### config.mk
export PLATFORM = sky130hd
export DESIGN_NAME = frame_seq
export DESIGN_NICKNAME = d
export VERILOG_FILES = /design/src/rtl/fseq_pkg.sv /design/src/rtl/fseq_ctrl.sv /design/src/rtl/fseq_outreg.sv /design/src/rtl/fseq_stall_wd.sv /design/src/rtl/frame_seq.sv
export SDC_FILE = /design/constraint.sdc
export NUM_CORES = 1
export LEC_CHECK = 0
export ABC_CLOCK_PERIOD_IN_PS = 5110
export BUFFER_PORTS_ARGS = -buffer_cell sky130_fd_sc_hd__buf_4
export CAP_MARGIN = 10
export CORE_ASPECT_RATIO = 0.6
export CORE_UTILIZATION = 42
export CTS_CLUSTER_SIZE = 12
export DETAILED_ROUTE_END_ITERATION = 8
export GPL_TIMING_DRIVEN = 1
export HOLD_SLACK_MARGIN = 0.03
export PLACE_DENSITY = 0.61
export RECOVER_POWER = 25
export SYNTH_ARGS = -nofsm -noshare
export SYNTH_HDL_FRONTEND = slang
export SYNTH_SLANG_ARGS = --single-unit
export TNS_END_PERCENT = 100
### constraint.sdc
create_clock -name clk -period 5.11 [get_ports clk]
set_clock_uncertainty 0.2 [all_clocks]
set_input_delay 0.2555 -clock clk [delete_from_list [all_inputs] [get_ports clk]]
set_output_delay 0.2555 -clock clk [all_outputs]
set_load 0.005 [all_outputs]
### src/rtl/fseq_pkg.sv
package fseq_pkg;

    typedef enum logic [1:0] {
        ST_IDLE = 2'd0,
        ST_HEAD = 2'd1,
        ST_BODY = 2'd2,
        ST_TAIL = 2'd3
    } seq_state_e;

endpackage

### src/rtl/fseq_ctrl.sv
module fseq_ctrl
    import fseq_pkg::*;
#(
    parameter int SIZE_W   = 2,
    parameter int MIN_LOG2 = 3
) (
    input  logic              clk,
    input  logic              rst,
    input  logic              up_valid,
    input  logic [SIZE_W-1:0] up_size,
    input  logic              out_valid,
    input  logic              dn_ready,
    output logic              up_ready,
    output logic              load,
    output logic              load_sop,
    output logic              load_eop,
    output logic [SIZE_W-1:0] load_size
);

    localparam int CNT_W = MIN_LOG2 + (1 << SIZE_W);

    seq_state_e        state_q, state_d;
    logic [CNT_W-1:0]  cnt_q;
    logic [SIZE_W-1:0] size_q;
    logic [CNT_W-1:0]  last_idx;
    logic              slot_free;
    logic              at_last;

    // The output register can take a sample when it is empty or is being emptied.
    assign slot_free = !out_valid || dn_ready;

    // Index of the last sample in a frame of the latched size.
    always_comb begin
        last_idx = (CNT_W'(1) << (MIN_LOG2 + int'(size_q))) - CNT_W'(1);
    end

    assign at_last = (cnt_q == last_idx);
    assign load    = up_valid && up_ready;

    // State register
    always_ff @(posedge clk) begin
        if (rst) begin
            state_q <= ST_IDLE;
        end else begin
            state_q <= state_d;
        end
    end

    // Next-state logic
    always_comb begin
        state_d = state_q;
        unique case (state_q)
            ST_IDLE: begin
                if (up_valid) begin
                    state_d = ST_HEAD;
                end
            end
            ST_HEAD, ST_BODY: begin
                if (load) begin
                    state_d = at_last ? ST_TAIL : ST_BODY;
                end
            end
            ST_TAIL: begin
                if (dn_ready) begin
                    state_d = ST_IDLE;
                end
            end
            default: state_d = ST_IDLE;
        endcase
    end

    // Output decode
    always_comb begin
        up_ready  = 1'b0;
        load_sop  = 1'b0;
        load_eop  = 1'b0;
        load_size = size_q;
        unique case (state_q)
            ST_IDLE: begin
                up_ready  = 1'b1;
                load_sop  = 1'b1;
                load_size = up_size;
            end
            ST_HEAD, ST_BODY: begin
                up_ready = slot_free;
                load_eop = at_last;
            end
            ST_TAIL: begin
                up_ready = 1'b0;
            end
            default: begin
                up_ready = 1'b0;
            end
        endcase
    end

    // Sample count and latched frame size
    always_ff @(posedge clk) begin
        if (rst) begin
            cnt_q  <= '0;
            size_q <= '0;
        end else if (load) begin
            if (state_q == ST_IDLE) begin
                cnt_q  <= CNT_W'(1);
                size_q <= up_size;
            end else begin
                cnt_q <= cnt_q + CNT_W'(1);
            end
        end
    end

endmodule

### src/rtl/fseq_outreg.sv
module fseq_outreg #(
    parameter int DATA_W = 16,
    parameter int SIZE_W = 2
) (
    input  logic              clk,
    input  logic              rst,
    input  logic              load,
    input  logic              load_sop,
    input  logic              load_eop,
    input  logic [SIZE_W-1:0] load_size,
    input  logic [DATA_W-1:0] load_data,
    input  logic              dn_ready,
    output logic              dn_valid,
    output logic [DATA_W-1:0] dn_data,
    output logic              dn_sop,
    output logic              dn_eop,
    output logic [SIZE_W-1:0] dn_size
);

    always_ff @(posedge clk) begin
        if (rst) begin
            dn_valid <= 1'b0;
            dn_sop   <= 1'b0;
            dn_eop   <= 1'b0;
            dn_data  <= '0;
            dn_size  <= '0;
        end else if (load) begin
            dn_valid <= 1'b1;
            dn_sop   <= load_sop;
            dn_eop   <= load_eop;
            dn_data  <= load_data;
            dn_size  <= load_size;
        end else if (dn_ready) begin
            dn_valid <= 1'b0;
            dn_sop   <= 1'b0;
            dn_eop   <= 1'b0;
        end
    end

endmodule

### src/rtl/fseq_stall_wd.sv
module fseq_stall_wd #(
    parameter int LIMIT = 4096
) (
    input  logic clk,
    input  logic rst,
    input  logic dn_valid,
    input  logic dn_ready,
    output logic timeout
);

    localparam int CW = $clog2(LIMIT + 1);

    logic [CW-1:0] cnt_q;

    always_ff @(posedge clk) begin
        if (rst) begin
            cnt_q <= '0;
        end else if (dn_valid && !dn_ready) begin
            if (cnt_q != CW'(LIMIT)) begin
                cnt_q <= cnt_q + CW'(1);
            end
        end else begin
            cnt_q <= '0;
        end
    end

    assign timeout = (cnt_q == CW'(LIMIT));

endmodule

### src/rtl/frame_seq.sv
module frame_seq #(
    parameter int DATA_W      = 16,
    parameter int SIZE_W      = 2,
    parameter int MIN_LOG2    = 3,
    parameter int TIMEOUT_CYC = 4096
) (
    input  logic              clk,
    input  logic              rst,
    input  logic              up_valid,
    output logic              up_ready,
    input  logic [DATA_W-1:0] up_data,
    input  logic [SIZE_W-1:0] up_size,
    output logic              dn_valid,
    input  logic              dn_ready,
    output logic [DATA_W-1:0] dn_data,
    output logic              dn_sop,
    output logic              dn_eop,
    output logic [1:0]        dn_err,
    output logic [SIZE_W-1:0] dn_size,
    output logic              stall_timeout
);

    logic              load;
    logic              load_sop;
    logic              load_eop;
    logic [SIZE_W-1:0] load_size;

    fseq_ctrl #(
        .SIZE_W   (SIZE_W),
        .MIN_LOG2 (MIN_LOG2)
    ) u_ctrl (
        .clk       (clk),
        .rst       (rst),
        .up_valid  (up_valid),
        .up_size   (up_size),
        .out_valid (dn_valid),
        .dn_ready  (dn_ready),
        .up_ready  (up_ready),
        .load      (load),
        .load_sop  (load_sop),
        .load_eop  (load_eop),
        .load_size (load_size)
    );

    fseq_outreg #(
        .DATA_W (DATA_W),
        .SIZE_W (SIZE_W)
    ) u_outreg (
        .clk       (clk),
        .rst       (rst),
        .load      (load),
        .load_sop  (load_sop),
        .load_eop  (load_eop),
        .load_size (load_size),
        .load_data (up_data),
        .dn_ready  (dn_ready),
        .dn_valid  (dn_valid),
        .dn_data   (dn_data),
        .dn_sop    (dn_sop),
        .dn_eop    (dn_eop),
        .dn_size   (dn_size)
    );

    fseq_stall_wd #(
        .LIMIT (TIMEOUT_CYC)
    ) u_wd (
        .clk      (clk),
        .rst      (rst),
        .dn_valid (dn_valid),
        .dn_ready (dn_ready),
        .timeout  (stall_timeout)
    );

    assign dn_err = 2'b00;

endmodule

Yosys cells after proc, flatten, opt, wreduce, memory -nomap -nowiden
Index checks and enable logic that the tools add are counted.
{"block": "op_classes", "addsub": 4, "eq_ne": 9, "n_shift": 1, "mux": 13, "bitwise": 1, "n_reduce_logical": 11}
{"operator": "$shl 1x32->7 const A", "count": 1}
{"operator": "$add 13x1->13 const B", "count": 1}
{"operator": "$eq 13x13->1 const B", "count": 1}
{"operator": "$ne 13x13->1 const B", "count": 1}
{"operator": "$add 7x1->7 const B", "count": 1}
{"operator": "$eq 7x7->1", "count": 1}
{"operator": "$mux 1", "count": 7}
{"operator": "$mux 7", "count": 1}
{"operator": "$sub 7x2->7 const B", "count": 1}
{"operator": "$mux 2", "count": 3}
{"operator": "$ne 2x2->1 const B", "count": 3}
{"operator": "$pmux 2 s3", "count": 1}
{"operator": "$eq 2x2->1 const B", "count": 2}
{"operator": "$reduce_or 2->1", "count": 2}
{"operator": "$add 2x2->3 const A", "count": 1}
{"operator": "$pmux 1 s3", "count": 1}
{"operator": "$reduce_and 3->1", "count": 1}
{"operator": "$eq 2x1->1 const B", "count": 1}
{"operator": "$logic_and 1x1->1", "count": 2}
{"operator": "$logic_not 1->1", "count": 2}
{"operator": "$logic_not 2->1", "count": 1}
{"operator": "$reduce_and 2->1", "count": 1}
{"operator": "$reduce_bool 2->1", "count": 1}
{"operator": "$logic_or 1x1->1", "count": 1}
{"operator": "$not 1->1", "count": 1}
{"block": "word_totals", "register_bits": 43, "in_bits": 22, "output_inout_bits": 25}

Longest topological paths before layout
Gate-level depths: netlist (run 1).
{"block": "logic_depth", "depth_word": 7, "depth_mapped": 8, "ltp_nobuf": 6}

Modules after synthesis
From an unflattened synthesis (run 1), not the netlist that was laid out.
{"block": "unflattened", "cells_unflattened": 231, "hier_area_um2": 2115.8}
{"mod": "fseq_outreg", "instances": 1, "cells_each": 71, "area_per_inst_um2": 745.7, "seq_area_each_um2": 420.4}
{"mod": "fseq_ctrl", "instances": 1, "cells_each": 80, "area_per_inst_um2": 683.2, "seq_area_each_um2": 220.2}
{"mod": "fseq_stall_wd", "instances": 1, "cells_each": 77, "area_per_inst_um2": 668.1, "seq_area_each_um2": 260.2}
{"mod": "frame_seq", "instances": 1, "cells_each": 3, "area_per_inst_um2": 18.8, "seq_area_each_um2": 0.0}

Worst setup path after synthesis (run 1)
Ideal clock, no wire load.
{"block": "synth_path", "path_type": "flip-flop to flip-flop", "startpoint": "register u_ctrl.state_q[0]", "endpoint": "register u_outreg.dn_data[10]", "setup_time_ns": 0.070, "arrival_ns": 1.671, "setup_slack_ns": 3.169, "path_stages_with_launch": 9, "n_path_buf": 2, "period_less_slack_ns": 1.941, "cell_sequence": "dfxtp_1 -> inv_1 -> ha_1 -> and3b_1 -> buf_6 -> nor3_4 -> buf_6 -> nand2_1 -> a21oi_1"}
{"block": "synth_via", "elab_chain_len": 4, "word_cells_on_any_way": 7, "classes_between": "eq/ne (3); mux (1); reduce/logical (3)"}
{"element": "from (decl)", "line_no": "fseq_ctrl.sv:22", "rtl": "seq_state_e state_q, state_d;"}
{"element": "from (signal assigned)", "line_no": "fseq_ctrl.sv:45", "rtl": "state_q <= state_d;"}
{"element": "$eq 2x1->1 / $eq 2x2->1 (equally long branches)", "line_no": "fseq_ctrl.sv:78", "rtl": "unique case (state_q)"}
{"element": "$reduce_or 2->1", "line_no": "fseq_ctrl.sv:78"}
{"element": "$pmux 1 s3 *", "line_no": "fseq_ctrl.sv:78"}
{"element": "$logic_and 1x1->1 *", "line_no": "fseq_ctrl.sv:38", "rtl": "assign load = up_valid && up_ready;"}
{"element": "to (signal assigned)", "line_no": "fseq_outreg.sv:31", "rtl": "dn_data <= load_data;"}
{"element": "to (decl)", "line_no": "fseq_outreg.sv:14", "rtl": "output logic [DATA_W-1:0] dn_data,"}
Mark *: on every way between the ends. The rest lies on a longest branch, timed or not.
A chain may end at the register's enable or synchronous reset.

Worst setup path after layout (run 1)
{"block": "layout_path", "startpoint": "register u_ctrl.state_q[0]", "endpoint": "register u_ctrl.state_q[1]"}
{"block": "layout_via", "word_cells_on_any_way": 12, "classes_between": "eq/ne (6); mux (2); reduce/logical (4)"}
{"element": "$eq 2x1->1 / $eq 2x2->1 (equally long branches)", "line_no": "fseq_ctrl.sv:52", "rtl": "unique case (state_q)"}
{"element": "$reduce_or 2->1", "line_no": "fseq_ctrl.sv:52"}
{"element": "$pmux 2 s3 *", "line_no": "fseq_ctrl.sv:52"}
{"element": "via u_ctrl.state_d[1]", "line_no": "fseq_ctrl.sv:22"}
Mark *: on every way through the listed nets, which the timed path passes. The rest lies on a longest branch.

==> results.sh, run 1 <==
export IMPL_cp_buffers_inverters=1
export IMPL_drc=0
export IMPL_yosys_warnings=0
export IMPL_io_buffers=44
export IMPL_layout_nets=325
export IMPL_die_h_um=55.16
export IMPL_grt_usage_pct=19.24
export IMPL_hpwl_um=3200
export IMPL_antenna_cells=0
export IMPL_fill_cells=381
export IMPL_outcome="complete, no violations"
export IMPL_rsz0062_at_grt="false"
export IMPL_synthToLayoutAreaGrowth_pct=32.07
export IMPL_grt_max_degree=29
export IMPL_die_area_um2=4998
export IMPL_register_area_um2=860.8
export IMPL_crit_arrival_ns=2.42
export IMPL_netlist_area_leader_share_pct=43.52
export IMPL_synth_edf_count=0
export IMPL_clkSinkCount=43
export IMPL_worst_setup_path_start_kind="flip-flop"
export IMPL_ioPinCount=47
export IMPL_ant_nets=0
export IMPL_drtIter0Drc=93
export IMPL_cts_tree="built"
export IMPL_die_w_um=90.60
export IMPL_netlist_instances=236
export IMPL_grt_pass1_wl_um=7231
export IMPL_wl_per_cell_um=12.56
export IMPL_clk_transition_reported_paths_ns=0.08
export IMPL_fin_tns_setup_ns=0
export IMPL_fin_crit_ns=2.400
export IMPL_yosysTopAreaCell="dfxtp_1"
export IMPL_crit_type="flip-flop to flip-flop"
export IMPL_grt_antenna_before_repair=0
export IMPL_drive_above_1_share_pct=18.46
export IMPL_path_delay_family="simple AND/OR/NAND/NOR gates"
export IMPL_synth_most_common_cell="dfxtp_1"
export IMPL_clk_path_buf_depth=2
export IMPL_slew_violations=0
export IMPL_hold_viol=0
export IMPL_postLayoutCoreUtil_pct=60.73
export IMPL_p_per_area_nw_per_um2=331.4
export IMPL_setup_violations=0
export IMPL_insertion_delay_ns=0.30
export IMPL_fin_crit_sh_pct=46.97
export IMPL_grt_pass1_vias=1481
export IMPL_synth_ff_type="dfxtp_1"
export IMPL_ir_worst_vdd_uv=172.9
export IMPL_wl_um=4496
export IMPL_synthArstFlopShare_pct=0
export IMPL_fmaxAchievable_mhz=416.7
export IMPL_ys_ff_latch=43
export IMPL_viasPerCell=4.947
export IMPL_yosysSeqAreaShare_pct=43.52
export IMPL_row_count=18
export IMPL_grt_overflow=0
export IMPL_crit_chain="inv_1 > ha_1 > and3b_1 > nor3_4 > a21oi_1 > a211oi_1"
export IMPL_synth_top_cells_by_count="dfxtp_1 (43), nand2_1 (41), a21oi_1 (24)"
export IMPL_slowest_stage="nor3_4"
export IMPL_worst_pin_slew_ns=0.8538
export IMPL_coreArea_um2=4302
export IMPL_multi_input_area_um2=1023
export IMPL_cp_max_fo=19
export IMPL_mappedNetlistArea_um2=1978
export IMPL_synth_cell_types=38
export IMPL_hold_path_class="primary input to flip-flop"
export IMPL_cp_end_kind="flip-flop"
export IMPL_via_count=1771
export IMPL_yosys_top_cells_area="dfxtp_1 (44%), nand2_1 (7.8%), a21oi_1 (6.1%), xnor2_1 (5.3%), nor2_1 (4.2%)"
export IMPL_cts_root_buf="clkbuf_8"
export IMPL_max_slew_margin_pct=42.92
export IMPL_cp_required_ns=5.13
export IMPL_cts_resized=0
export IMPL_cts_buffers=5
export IMPL_p_leak_uw=0.001011
export IMPL_drv_cap=0
export IMPL_synth_avg_cell_area_um2=8.382
export IMPL_firstDrtPassIters=4
export IMPL_htree_levels=2
export IMPL_routabilityCongestion=0.8135
export IMPL_initial_core_util_pct=45.99
export IMPL_max_stage_delay_ns=0.64
-- final timing paths --
path / startpoint / endpoint / slack (ns) / cells after the start
worst min register to register: u_outreg.dn_data[2] / u_outreg.dn_data[2] / 0.26 / 2
worst min-delay path: rst / u_ctrl.size_q[0] / 0.12 / 2
worst max-delay path: u_ctrl.state_q[0] / u_ctrl.state_q[1] / 2.71 / 6
worst max register to register: u_ctrl.state_q[0] / u_ctrl.state_q[1] / 2.71 / 6
-- power breakdown --
part,switching (uW),internal [uW],total (uW)
registers,23.5,362,386
logic,115,101,215
clock network,119,146,264
-- cell families (layout without fill, tap and decap cells) --
kind of cell | after synthesis | count (layout) | share of synthesized area (%)
flip-flops | 43 | 43 | 43.52
AO/OA/AOI/OAI | 40 | 40 | 11.89
AND/OR/NAND/NOR | 105 | 105 | 26.69
multiplexers | 3 | 3 | 1.518
other | 2 | 4 | 0.3796
XOR/XNOR | 16 | 16 | 7.084
buffers and inverters | 21 | 81 | 5.123
adder cells (fa/ha/maj) | 6 | 6 | 3.795
-- layer usage --
| metal | track usage, % | vias to the layer above | wire length, um |
|---|---|---|---|
| met5 | 0 | - | 0 |
| met4 | 4.839 | 0 | 36 |
| met3 | 4.781 | 5 | 361 |
| met2 | 28.28 | 68 | 1688 |
| met1 | 28.05 | 772 | 2411 |
| li1 | - | 926 | - |
-- per-stage QoR --
| step | std cells | total power [uW] | hold WS, ns | setup WS (ns) | area (um2) |
|---|---|---|---|---|---|
| final | 358 | 865.7 | 0.1224 | 2.710 | 2613 |
| after global routing | 358 | 915.5 | 0.1378 | 2.546 | 2613 |
| after CTS | 358 | 876.2 | 0.1220 | 2.688 | 2624 |
| after detailed placement | 332 | 600.5 | 0.2505 | 2.706 | 2331 |
| after global placement | 332 | 599.9 | 0.2456 | 2.774 | 2331 |
| after floorplan | 238 | 530.1 | 0.1915 | 3.169 | 1986 |
-- sequential cells by signal, indices dropped and copies added, names as in the netlist --
signal,cells
u_outreg.dn_valid,1
u_ctrl.state_q,2
u_ctrl.size_q,2
u_ctrl.cnt_q,7
u_outreg.dn_data,16
u_outreg.dn_sop,1
u_outreg.dn_eop,1
u_wd.cnt_q,13
-- placed cells by master (no fill, tap or decap), types with 4 or more instances in the layout --
cell type      synthesis  layout
ha_1                   6       6
nand2_1               41      41
xor2_1                 4       4
dlygate4sd3_1          0      18
o21ai_0                6       6
nor2_1                22      22
xnor2_1               12      12
nor4_1                 7       7
or3_1                  4       4
conb_1                 2       4
nand3_1                9       9
a21oi_1               24      24
clkbuf_8               0       5
clkbuf_4               0      13
nand4_1                5       5
buf_4                  2      28
inv_1                 11      11
dfxtp_1               43      43
-- final cells by class --
class                      count  area share (%)
clock buffer                   5           2.634
sequential                    43           32.95
clock inverter                 3           1.676
timing repair buffer          62           19.11
inverter                      11           1.580
tap                           60           2.874
multi-input combinational    174           39.18
-- what timing repair did --
action / CTS / global route
endpoints found under the hold margin: 18 / 0
hold buffers: 18 / 0
setup buffers: 0 / 0
Note: power is estimated with default switching activity, not from simulation.
==> inputs of run 2 (changes only) <==
--- a/config.mk
+++ b/config.mk
@@ -5,7 +5,8 @@
 export SDC_FILE = /design/constraint.sdc
 export NUM_CORES = 1
 export LEC_CHECK = 0
-export ABC_CLOCK_PERIOD_IN_PS = 5110
+export ABC_AREA = 1
+export ABC_CLOCK_PERIOD_IN_PS = 2150
 export BUFFER_PORTS_ARGS = -buffer_cell sky130_fd_sc_hd__buf_4
 export CAP_MARGIN = 10
 export CORE_ASPECT_RATIO = 0.6
@@ -14,7 +15,7 @@
 export DETAILED_ROUTE_END_ITERATION = 8
 export GPL_TIMING_DRIVEN = 1
 export HOLD_SLACK_MARGIN = 0.03
-export PLACE_DENSITY = 0.61
+export PLACE_DENSITY = 0.63
 export RECOVER_POWER = 25
 export SYNTH_ARGS = -nofsm -noshare
 export SYNTH_HDL_FRONTEND = slang
==> constraint.sdc (replaced) <==
create_clock -name clk -period 2.15 [get_ports clk]
set_clock_uncertainty 0.2 [all_clocks]
set_input_delay 0.1075 -clock clk [delete_from_list [all_inputs] [get_ports clk]]
set_output_delay 0.1075 -clock clk [all_outputs]
set_load 0.005 [all_outputs]
==> results.sh, run 2 <==
export IMPL_outcome="complete, no violations"
export IMPL_initial_core_util_pct=44.82
export IMPL_cp_max_fo=14
export IMPL_hold_viol=0
export IMPL_coreArea_um2=4707
export IMPL_grt_pass1_wl_um=8086
export IMPL_grt_max_degree=21
export IMPL_ir_worst_vdd_uv=616.5
export IMPL_hpwl_um=3593
export IMPL_drv_cap=0
export IMPL_netlist_instances=286
export IMPL_setup_violations=0
export IMPL_synthArstFlopShare_pct=0
export IMPL_grt_overflow=0
export IMPL_firstDrtPassIters=4
export IMPL_grt_pass1_vias=1808
export IMPL_clkSinkCount=43
export IMPL_cts_tree="built"
export IMPL_top_regs="u_outreg.dn_data x16, u_wd.cnt_q x13, u_ctrl.cnt_q x7"
export IMPL_row_count=19
export IMPL_crit_type="flip-flop to flip-flop"
export IMPL_ys_ff_latch=43
export IMPL_layout_nets=381
export IMPL_synth_top_cells_by_count="nand2_1 (68), dfxtp_1 (43), inv_1 (35)"
export IMPL_yosys_top_cells_area="dfxtp_1 (41%), nand2_1 (12%), inv_1 (6.2%), nor2_1 (5.2%), a21oi_1 (5.0%)"
export IMPL_fin_crit_sh_pct=93.90
export IMPL_drive_above_1_share_pct=23.16
export IMPL_drc=0
export IMPL_yosys_warnings=0
export IMPL_p_leak_uw=0.001161
export IMPL_ioPinCount=47
export IMPL_timing_hold_ws_ns=0.04117
export IMPL_synth_avg_cell_area_um2=7.376
export IMPL_layout_common_cells="nand2_1 (68), dfxtp_1 (43), inv_1 (35), buf_4 (31), nor2_1 (29)"
export IMPL_mappedNetlistArea_um2=2110
export IMPL_wl_um=4865
export IMPL_fin_tns_setup_ns=0
export IMPL_grt_usage_pct=19.73
export IMPL_cts_root_buf="clkbuf_8"
export IMPL_hold_path_class="primary input to flip-flop"
export IMPL_top_register="u_outreg.dn_data"
export IMPL_drtIter0Drc=94
export IMPL_htree_levels=2
export IMPL_worst_setup_path_start_kind="flip-flop"
export IMPL_grt_antenna_before_repair=0
export IMPL_postCtsHoldBufs=20
export IMPL_cts_setup_buffers=0
export IMPL_synth_ff_type="dfxtp_1"
export IMPL_place_inst=389
export IMPL_netlist_area_leader_share_pct=40.81
export IMPL_rsz0062_at_grt="false"
export IMPL_via_count=1961
export IMPL_fmaxAchievable_mhz=495.3
export IMPL_stdcell_area_um2=2755
export IMPL_io_buffers=44
export IMPL_p_per_area_nw_per_um2=745.7
export IMPL_clk_transition_reported_paths_ns=0.09
export IMPL_power_uw=2055
export IMPL_synth_edf_count=0
export IMPL_die_w_um=93.50
export IMPL_synth_most_common_cell="nand2_1"
export IMPL_largest_reg_flops=16
export IMPL_final_cells=417
export IMPL_cp_required_ns=2.14
export IMPL_clk_path_buf_depth=2
export IMPL_viasPerCell=4.703
export IMPL_fill_cells=468
export IMPL_cts_buffers=5
export IMPL_synthToLayoutAreaGrowth_pct=30.60
export IMPL_antenna_cells=0
export IMPL_fin_crit_ns=2.019
export IMPL_crit_arrival_ns=2.01
export IMPL_ant_nets=0
export IMPL_slew_violations=0
export IMPL_synth_cell_types=31
export IMPL_dpl_cell_area_um2=2477
export IMPL_wl_per_cell_um=11.67
export IMPL_cp_end_kind="flip-flop"
export IMPL_yosysSeqAreaShare_pct=40.81
export IMPL_insertion_delay_ns=0.29
export IMPL_die_h_um=56.90
export IMPL_die_area_um2=5319
export IMPL_routabilityCongestion=0.7780
export IMPL_cts_resized=0
export IMPL_yosysTopAreaCell="dfxtp_1"
export IMPL_final_common_cell="nand2_1"
-- run 2: cell count changes after synthesis, sizes merged, moves of 3 or more --
cell    delta
nand2     +39
inv       +26
xnor2      -9
nor2       +8
nor4       -8
a21oi      +7
clkbuf     -4
o22ai      +4
or3        -4
buf        +3
mux2i      -3
nand4      +3
-- run 2: final timing paths --
check / cells after the start / slack (ns) / startpoint / endpoint
worst max-delay path: 11 / 0.13 / u_ctrl.state_q[0] / u_ctrl.cnt_q[5]
worst max register to register: 11 / 0.13 / u_ctrl.state_q[0] / u_ctrl.cnt_q[5]
worst min-delay path: 4 / 0.04 / up_valid / u_outreg.dn_sop
worst min register to register: 2 / 0.27 / u_outreg.dn_data[5] / u_outreg.dn_data[5]
-- run 2: where the power goes --
| part | switching [uW] | total (uW) | leakage, uW | internal (uW) |
|---|---|---|---|---|
| Sequential | 54.4 | 927 | 0.000351 | 872 |
| Combinational | 337 | 609 | 0.000769 | 272 |
| Clock | 292 | 519 | 0.0000402 | 226 |
| Total | 684 | 2050 | 0.00116 | 1370 |
-- run 2: critical path: stages (launching register included) --
cell and delay [ns]:
dfxtp_1 0.34, inv_1 0.06, ha_1 0.42, inv_2 0.07, nand2_2 0.08, nand3_4 0.13
inv_4 0.20, nand2_4 0.09, nand2_1 0.15, inv_1 0.08, nand2_1 0.06, nor2_1 0.04
-- run 2: final cells by class --
type | count | area, um2 | share of cell area [%]
Multi-Input combinational cell | 199 | 1044 | 37.87
Inverter | 37 | 141.4 | 5.132
Clock inverter | 3 | 20.02 | 0.7266
Timing Repair Buffer | 67 | 541.8 | 19.66
Tap cell | 63 | 78.83 | 2.861
Sequential cell | 43 | 860.8 | 31.24
Clock buffer | 5 | 68.82 | 2.498
-- run 2: through the flow --
step | util (%) | worst slack [ns]
6_report | 58.53 | 0.1311
5_1_grt | 58.53 | 0.02512
4_1_cts | 58.77 | 0.1498
3_5_place_dp | 52.63 | 0.1582
3_3_place_gp | 52.63 | 0.2219
2_1_floorplan | - | 0.4206
-- run 2: per-layer routing --
layer,up-vias,GRT usage [%],share of wire (%)
li1,1035,-,-
met3,2,4.607,7.3
met2,64,28.15,37
met4,0,6.374,0.60
met5,-,0,0
met1,860,28.96,55
-- run 2: cell families after synthesis --
| kind of cell | after synthesis | share of synthesized area, % |
|---|---|---|
| AO/OA/AOI/OAI | 45 | 12.93 |
| XOR/XNOR | 6 | 2.492 |
| adder cells (fa/ha/maj) | 6 | 3.559 |
| buffers and inverters | 46 | 10.08 |
| flip-flops | 43 | 40.81 |
| other | 2 | 0.3560 |
| AND/OR/NAND/NOR | 138 | 29.77 |
